--- config.mk ---
export PLATFORM = sky130hd
export DESIGN_NAME = trc_itype_classifier
export DESIGN_NICKNAME = d
export VERILOG_FILES = /design/src/rtl/trc_pkg.sv /design/src/rtl/trc_link_detect.sv /design/src/rtl/trc_jump_map.sv /design/src/rtl/trc_base_map.sv /design/src/rtl/trc_type_reg.sv /design/src/rtl/trc_itype_classifier.sv
export SDC_FILE = /design/constraint.sdc
export NUM_CORES = 1
export LEC_CHECK = 0
export BUFFER_PORTS_ARGS = -buffer_cell sky130_fd_sc_hd__buf_2
export CELL_PAD_IN_SITES_DETAIL_PLACEMENT = 2
export CELL_PAD_IN_SITES_GLOBAL_PLACEMENT = 2
export CORE_MARGIN = 2
export CORE_UTILIZATION = 25
export CTS_CLUSTER_DIAMETER = 50
export CTS_CLUSTER_SIZE = 28
export DETAILED_ROUTE_END_ITERATION = 8
export PLACE_DENSITY_LB_ADDON = 0.1
export SLEW_MARGIN = 40
export SYNTH_ARGS = -nofsm -noshare
export SYNTH_HDL_FRONTEND = slang
export SYNTH_SLANG_ARGS = --single-unit
--- constraint.sdc ---
create_clock -name clk -period 1 [get_ports clk]
set_input_delay 0.05 -clock clk [delete_from_list [all_inputs] [get_ports clk]]
set_output_delay 0.05 -clock clk [all_outputs]
set_load 0.005 [all_outputs]
--- src/rtl/trc_pkg.sv ---
package trc_pkg;

   typedef enum logic [3:0] {
      OPC_OTHER  = 4'd0,
      OPC_BRANCH = 4'd1,
      OPC_JAL    = 4'd2,
      OPC_JALR   = 4'd3,
      OPC_CJAL   = 4'd4,
      OPC_CJ     = 4'd5,
      OPC_CJALR  = 4'd6,
      OPC_CJR    = 4'd7,
      OPC_TBLJ   = 4'd8,
      OPC_TBLJAL = 4'd9,
      OPC_POPRET = 4'd10,
      OPC_XRET   = 4'd11,
      OPC_ENV    = 4'd12,
      OPC_RSV13  = 4'd13,
      OPC_RSV14  = 4'd14,
      OPC_RSV15  = 4'd15
   } op_class_e;

   localparam logic [3:0] TC_NONE     = 4'd0;
   localparam logic [3:0] TC_EXC      = 4'd1;
   localparam logic [3:0] TC_IRQ      = 4'd2;
   localparam logic [3:0] TC_TRET     = 4'd3;
   localparam logic [3:0] TC_BR_NT    = 4'd4;
   localparam logic [3:0] TC_BR_TK    = 4'd5;
   localparam logic [3:0] TC_IND      = 4'd6;
   localparam logic [3:0] TC_ICALL    = 4'd8;
   localparam logic [3:0] TC_DCALL    = 4'd9;
   localparam logic [3:0] TC_SWAP     = 4'd12;
   localparam logic [3:0] TC_RETURN   = 4'd13;
   localparam logic [3:0] TC_OTH_IND  = 4'd14;
   localparam logic [3:0] TC_OTH_DIR  = 4'd15;

   localparam int LINK_A = 1;
   localparam int LINK_B = 5;

endpackage

--- src/rtl/trc_link_detect.sv ---
module trc_link_detect #(
   parameter int REG_W = 5
) (
   input  logic [REG_W-1:0] idx,
   output logic             is_link,
   output logic             is_alt
);
   localparam logic [REG_W-1:0] IDX_A = REG_W'(trc_pkg::LINK_A);
   localparam logic [REG_W-1:0] IDX_B = REG_W'(trc_pkg::LINK_B);

   always_comb begin
      is_alt  = (idx == IDX_B);
      is_link = (idx == IDX_A) || is_alt;
   end
endmodule

--- src/rtl/trc_jump_map.sv ---
module trc_jump_map #(
   parameter bit WIDE_CODE = 1'b1
) (
   input  trc_pkg::op_class_e cls,
   input  logic               rd_link,
   input  logic               rs1_link,
   input  logic               rs1_alt,
   input  logic               same_reg,
   input  logic               all_jumps,
   output logic               is_jump,
   output logic [3:0]         jcode
);
   import trc_pkg::*;

   always_comb begin
      case (cls)
         OPC_JAL, OPC_JALR, OPC_CJAL, OPC_CJ, OPC_CJALR,
         OPC_CJR, OPC_TBLJ, OPC_TBLJAL, OPC_POPRET: is_jump = 1'b1;
         default:                                    is_jump = 1'b0;
      endcase
   end

   if (WIDE_CODE) begin : g_wide
      logic [3:0] dir_plain;
      always_comb begin
         dir_plain = all_jumps ? TC_BR_TK : TC_OTH_DIR;
         case (cls)
            OPC_JAL:    jcode = rd_link ? TC_DCALL : dir_plain;
            OPC_CJAL:   jcode = TC_DCALL;
            OPC_CJ:     jcode = dir_plain;
            OPC_TBLJ:   jcode = dir_plain;
            OPC_TBLJAL: jcode = TC_DCALL;
            OPC_JALR: begin
               if (rd_link && rs1_link)
                  jcode = same_reg ? TC_ICALL : TC_SWAP;
               else if (rd_link)
                  jcode = TC_ICALL;
               else if (rs1_link)
                  jcode = TC_RETURN;
               else
                  jcode = TC_OTH_IND;
            end
            OPC_CJALR:  jcode = rs1_alt ? TC_SWAP : TC_ICALL;
            OPC_CJR:    jcode = rs1_link ? TC_RETURN : TC_OTH_IND;
            OPC_POPRET: jcode = TC_RETURN;
            default:    jcode = TC_NONE;
         endcase
      end
   end else begin : g_narrow
      logic unused_narrow;
      always_comb begin
         unused_narrow = rd_link ^ rs1_link ^ rs1_alt ^ same_reg;
         case (cls)
            OPC_JAL, OPC_CJAL, OPC_CJ, OPC_TBLJ, OPC_TBLJAL:
               jcode = all_jumps ? TC_BR_TK : TC_NONE;
            OPC_JALR, OPC_CJALR, OPC_CJR, OPC_POPRET:
               jcode = TC_IND;
            default:
               jcode = TC_NONE;
         endcase
      end
   end
endmodule

--- src/rtl/trc_base_map.sv ---
module trc_base_map (
   input  trc_pkg::op_class_e cls,
   input  logic               trap_exc,
   input  logic               trap_irq,
   input  logic               br_taken,
   input  logic               is_jump,
   input  logic [3:0]         jcode,
   output logic [3:0]         code
);
   import trc_pkg::*;

   always_comb begin
      if (trap_irq)
         code = TC_IRQ;
      else if (trap_exc)
         code = TC_EXC;
      else if (is_jump)
         code = jcode;
      else begin
         case (cls)
            OPC_ENV:    code = TC_EXC;
            OPC_XRET:   code = TC_TRET;
            OPC_BRANCH: code = br_taken ? TC_BR_TK : TC_BR_NT;
            default:    code = TC_NONE;
         endcase
      end
   end
endmodule

--- src/rtl/trc_type_reg.sv ---
module trc_type_reg #(
   parameter int CODE_W = 4
) (
   input  logic              clk,
   input  logic              rst_n,
   input  logic              in_valid,
   input  logic [CODE_W-1:0] in_code,
   output logic              out_valid,
   output logic [CODE_W-1:0] out_code
);
   always_ff @(posedge clk or negedge rst_n) begin
      if (!rst_n) begin
         out_valid <= 1'b0;
         out_code  <= '0;
      end else begin
         out_valid <= in_valid;
         if (in_valid)
            out_code <= in_code;
      end
   end

   assert_hold_R3: assert property (@(posedge clk) disable iff (!rst_n)
      !in_valid |=> $stable(out_code));
endmodule

--- src/rtl/trc_itype_classifier.sv ---
module trc_itype_classifier #(
   parameter bit WIDE_CODE = 1'b1,
   parameter int REG_W     = 5,
   localparam int CODE_W   = WIDE_CODE ? 4 : 3
) (
   input  logic              clk,
   input  logic              rst_n,
   input  logic              ret_valid,
   input  logic [3:0]        op_class,
   input  logic [REG_W-1:0]  rd_idx,
   input  logic [REG_W-1:0]  rs1_idx,
   input  logic              trap_exc,
   input  logic              trap_irq,
   input  logic              br_taken,
   input  logic              all_jumps_en,
   output logic              type_valid,
   output logic [CODE_W-1:0] type_code
);
   import trc_pkg::*;

   if (REG_W < 3) begin : g_bad_reg_w
      $error("REG_W must be at least 3 to name x5");
   end

   localparam int NREG = 2;

   op_class_e             cls;
   logic [NREG-1:0][REG_W-1:0] reg_idx;
   logic [NREG-1:0]       link_hit;
   logic [NREG-1:0]       alt_hit;
   logic                  jmp_flag;
   logic [3:0]            jmp_code;
   logic [3:0]            full_code;
   logic                  unused_alt;

   assign cls        = op_class_e'(op_class);
   assign reg_idx[0] = rd_idx;
   assign reg_idx[1] = rs1_idx;
   assign unused_alt = alt_hit[0];

   for (genvar g = 0; g < NREG; g++) begin : g_link
      trc_link_detect #(.REG_W(REG_W)) u_link (
         .idx     (reg_idx[g]),
         .is_link (link_hit[g]),
         .is_alt  (alt_hit[g])
      );
   end

   trc_jump_map #(.WIDE_CODE(WIDE_CODE)) u_jmap (
      .cls       (cls),
      .rd_link   (link_hit[0]),
      .rs1_link  (link_hit[1]),
      .rs1_alt   (alt_hit[1]),
      .same_reg  (rd_idx == rs1_idx),
      .all_jumps (all_jumps_en),
      .is_jump   (jmp_flag),
      .jcode     (jmp_code)
   );

   trc_base_map u_bmap (
      .cls      (cls),
      .trap_exc (trap_exc),
      .trap_irq (trap_irq),
      .br_taken (br_taken),
      .is_jump  (jmp_flag),
      .jcode    (jmp_code),
      .code     (full_code)
   );

   logic [CODE_W-1:0] next_code;
   logic              unused_hi;
   if (CODE_W < 4) begin : g_trunc
      assign next_code = full_code[CODE_W-1:0];
      assign unused_hi = full_code[3];
   end else begin : g_full
      assign next_code = full_code;
      assign unused_hi = 1'b0;
   end

   trc_type_reg #(.CODE_W(CODE_W)) u_out (
      .clk       (clk),
      .rst_n     (rst_n),
      .in_valid  (ret_valid),
      .in_code   (next_code),
      .out_valid (type_valid),
      .out_code  (type_code)
   );

   assert_valid_on_R3: assert property (@(posedge clk) disable iff (!rst_n)
      ret_valid |=> type_valid);
   assert_valid_off_R3: assert property (@(posedge clk) disable iff (!rst_n)
      !ret_valid |=> !type_valid);
   assert_irq_first_R4: assert property (@(posedge clk) disable iff (!rst_n)
      ret_valid && trap_irq |=> type_code == CODE_W'(2));
   assert_exc_code_R4: assert property (@(posedge clk) disable iff (!rst_n)
      ret_valid && trap_exc && !trap_irq |=> type_code == CODE_W'(1));

   if (WIDE_CODE) begin : g_wide_chk
      assert_jalr_return_R8: assert property (@(posedge clk) disable iff (!rst_n)
         ret_valid && !trap_exc && !trap_irq && op_class == 4'd3 &&
         (rs1_idx == REG_W'(1) || rs1_idx == REG_W'(5)) &&
         !(rd_idx == REG_W'(1) || rd_idx == REG_W'(5))
         |=> type_code == CODE_W'(13));
      assert_no_generic_R8: assert property (@(posedge clk) disable iff (!rst_n)
         type_valid |-> type_code != CODE_W'(6));
   end else begin : g_narrow_chk
      assert_narrow_ind_R10: assert property (@(posedge clk) disable iff (!rst_n)
         ret_valid && !trap_exc && !trap_irq && op_class == 4'd3
         |=> type_code == CODE_W'(6));
   end
endmodule

==> flow_metrics.env <==
export IMPL_status="finished with violations"
export IMPL_violations="setup timing"
export IMPL_critical_path_arrival_ns=1.18
export IMPL_max_vdd_ir_drop_mv=0.338
export IMPL_gr_usage_met1_pct=22.8
export IMPL_met2_usage_pct=29.5
export IMPL_ys_seq_area_share_pct=19.8
export IMPL_io_pins=26
export IMPL_grt_start_max_net_pins=13
export IMPL_syn_area_per_cell_um2=8.19
export IMPL_rrSetupSlack_ns=0.23
export IMPL_die_w_um=54.2
export IMPL_max_cap_violations=0
export IMPL_crit_chain="buf_2, nor4b_4, buf_4, nor2_1, a221oi_2, o21a_1, o21ai_1"
export IMPL_rows=18
export IMPL_placed_cell_area_um2=920
export IMPL_gr_total_overflow=0
export IMPL_worstMarginPinSlew_ns=0.359
export IMPL_worst_slack_ns=-0.0537
export IMPL_insertion_delay_ns=0.25
export IMPL_clock_sinks=5
export IMPL_die_height_um=54.2
export IMPL_finalSetupTns_ns=-0.0731
export IMPL_r2r_cells=1
export IMPL_fin_area_um2=1030
export IMPL_antenna_found_initial=0
export IMPL_gr_usage_all_layers_pct=17.1
export IMPL_wire_per_inst_um=17.4
export IMPL_rsz0062_at_grt="true"
export IMPL_switchingPower_mw=0.282
export IMPL_timing_fmax_mhz=949
export IMPL_end_kind="flop"
export IMPL_synth_edf_count=0
export IMPL_timing_rr_end="u_out.out_code[0]"
export IMPL_first_iter_violations=5
export IMPL_synth_ff_type="dfrtp_1"
export IMPL_antenna_left=0
export IMPL_antenna_cells=0
export IMPL_whs_ns=0.0882
export IMPL_numCtsBuffers=3
export IMPL_power_leakage_nw=0.457
export IMPL_netlist_area_um2=631
export IMPL_synth_nets=98
export IMPL_nets=147
export IMPL_ys_ff_latch=5
export IMPL_worstReg2RegStart="u_out.out_code[0]"
export IMPL_power_internal_mw=0.562
export IMPL_drc=0
export IMPL_post_route_min_period_ns=1.05
export IMPL_synthesis_instances=77
export IMPL_finalCritPeriodShare_pct=105
export IMPL_cts_tree="yes"
export IMPL_synth_area_top_cells="dfrtp_1, nor4b_4, a21oi_1"
export IMPL_fin_skew_ns=0
export IMPL_drt_total_wl_mm=2.70
export IMPL_hpwl_mm=1.92
export IMPL_hp_class="in -> reg"
export IMPL_setup_violations=2
export IMPL_start_util_pct=25.9
export IMPL_vias=790
export IMPL_firstDrtPassIters=4
export IMPL_crit_required_ns=1.13
export IMPL_p_sw_share_pct=33.4
export IMPL_async_flop_share_pct=100
export IMPL_ys_top_cells_by_count="a21oi_1, nor2_1, dfrtp_1, nand3_1"
export IMPL_grt_pass1_vias=787
export IMPL_grt_busiest_layer="met2"
export IMPL_die_area_um2=2940
export IMPL_worst_path_max_fanout=5
export IMPL_crit_type="in -> reg"
export IMPL_root_buffer="clkbuf_4"
export IMPL_fp_coreArea_um2=2430
export IMPL_seq_power_share_pct=27.3
export IMPL_synth_lib_cells_used_distinct=35
export IMPL_cp_slowest_cell="nor4b_4"
export IMPL_grt_pass1_wl_mm=3.67
export IMPL_cts_htree_levels=1
export IMPL_yosys_area_top_type="dfrtp_1"
export IMPL_place_congestion=0.714
export IMPL_hold_viol_final=0
export IMPL_clock_power_share_pct=29.3
export IMPL_netlist_area_leader_share_pct=19.8
export IMPL_slew_violations=0
export IMPL_final_layout_size_suffix_gt1_share_pct=51.2
export IMPL_critPathMaxStageDelay_ns=0.26
export IMPL_min_from="ret_valid"
export IMPL_pwr_share_comb_pct=43.4
export IMPL_io_buffers=25
export IMPL_ys_warn_count=0
export IMPL_area_growth_pct=63.7
export IMPL_powerDensity_nw_per_um2=818
export IMPL_min_path_cells=2
export IMPL_relSlewSlack_pct=76.0
export IMPL_hold_path_end="u_out.out_valid"
export IMPL_met3_usage_pct=0.820
export IMPL_clkTransAtPathRegs_ns=0.05
export IMPL_cts_buffer_depth=2
export IMPL_post_drt_via_cell_ratio=5.10
export IMPL_start_kind="input pin"
critical path, delay by kind of cell:
kind	cells	cell delay [ns]
AO/OA/AOI/OAI	3	0.48
buffers and inverters	2	0.32
AND/OR/NAND/NOR	2	0.32
routing by layer:
layer,vias up,share of wire [%]
met4,0,1.1
li1,383,-
met2,15,55
met1,388,41
met5,-,0
met3,4,2.9
kinds of logic (layout without fill, tap and decap cells):
group                  count (synthesis)  in the layout  share of synthesized area [%]
XOR/XNOR                               5              5                           6.95
multiplexers                           2              2                           3.37
AO/OA/AOI/OAI                         21             21                           21.6
flip-flops                             5              5                           19.8
buffers and inverters                  8             56                           7.94
AND/OR/NAND/NOR                       36             36                           40.3
final cells by class:
type,instances,area (µm²)
well taps,30,37.5
inverters,3,11.3
clock buffers,4,26.3
multi-input cells,64,494
flip-flops and latches,5,125
repair buffers,49,338
fillers,296,1400
power by group through the flow:
stage / logic, mW / registers, mW / clock network (mW)
6_report: 0.367 / 0.230 / 0.247
5_1_grt: 0.403 / 0.232 / 0.266
4_1_cts: 0.338 / 0.230 / 0.236
3_5_place_dp: 0.325 / 0.232 / 0
3_3_place_gp: 0.314 / 0.230 / 0
2_1_floorplan: 0.149 / 0.233 / 0
state kept, by name, summed over array words and instances, names as in the netlist:
| signal | cells |
|---|---|
| u_out.out_valid | 1 |
| u_out.out_code | 4 |
how the worst max path moves through the flow:
stage | depth (start not counted) | from | end
floorplan | 5 | rd_idx[1] | u_out.out_code[2]
global placement | 6 | rd_idx[1] | u_out.out_code[2]
detailed placement | 6 | rd_idx[1] | u_out.out_code[2]
CTS | 7 | rd_idx[4] | u_out.out_code[1]
global route | 7 | rd_idx[3] | u_out.out_code[1]
finish | 7 | rd_idx[3] | u_out.out_code[1]
metrics by stage:
stage / power [mW] / instances / worst slack, ns / util, %
after global routing: 0.901 / 155 / -0.0959 / 42.4
final: 0.844 / 155 / -0.0537 / 42.4
after floorplan: 0.383 / 77 / -0.00673 / -
after detailed placement: 0.557 / 149 / -0.345 / 37.8
after CTS: 0.803 / 155 / 0.00545 / 40.0
after global placement: 0.544 / 149 / -0.319 / 37.8
layout by cell type, fill, tap and decap left out, types with 3 or more instances in the layout:
| cell type | n |
|---|---|
| o21ai_0 | 3 |
| nor2_1 | 5 |
| dfrtp_1 | 5 |
| nand3_1 | 4 |
| buf_6 | 4 |
| nand2_1 | 3 |
| nand2b_1 | 3 |
| buf_4 | 21 |
| nand4_1 | 3 |
| a21oi_1 | 5 |
| inv_1 | 3 |
| buf_2 | 22 |
| clkbuf_4 | 3 |
timing repair:
action                                 4_1_cts  5_1_grt
setup buffers                                1        0
gates cloned                                 0        0
setup endpoints to repair                    3        4
endpoints found under the hold margin        5        0
resized for setup                            2       15
pin swaps                                    3        9
hold buffers                                 1        0
Power figures use the tool's default switching activity.
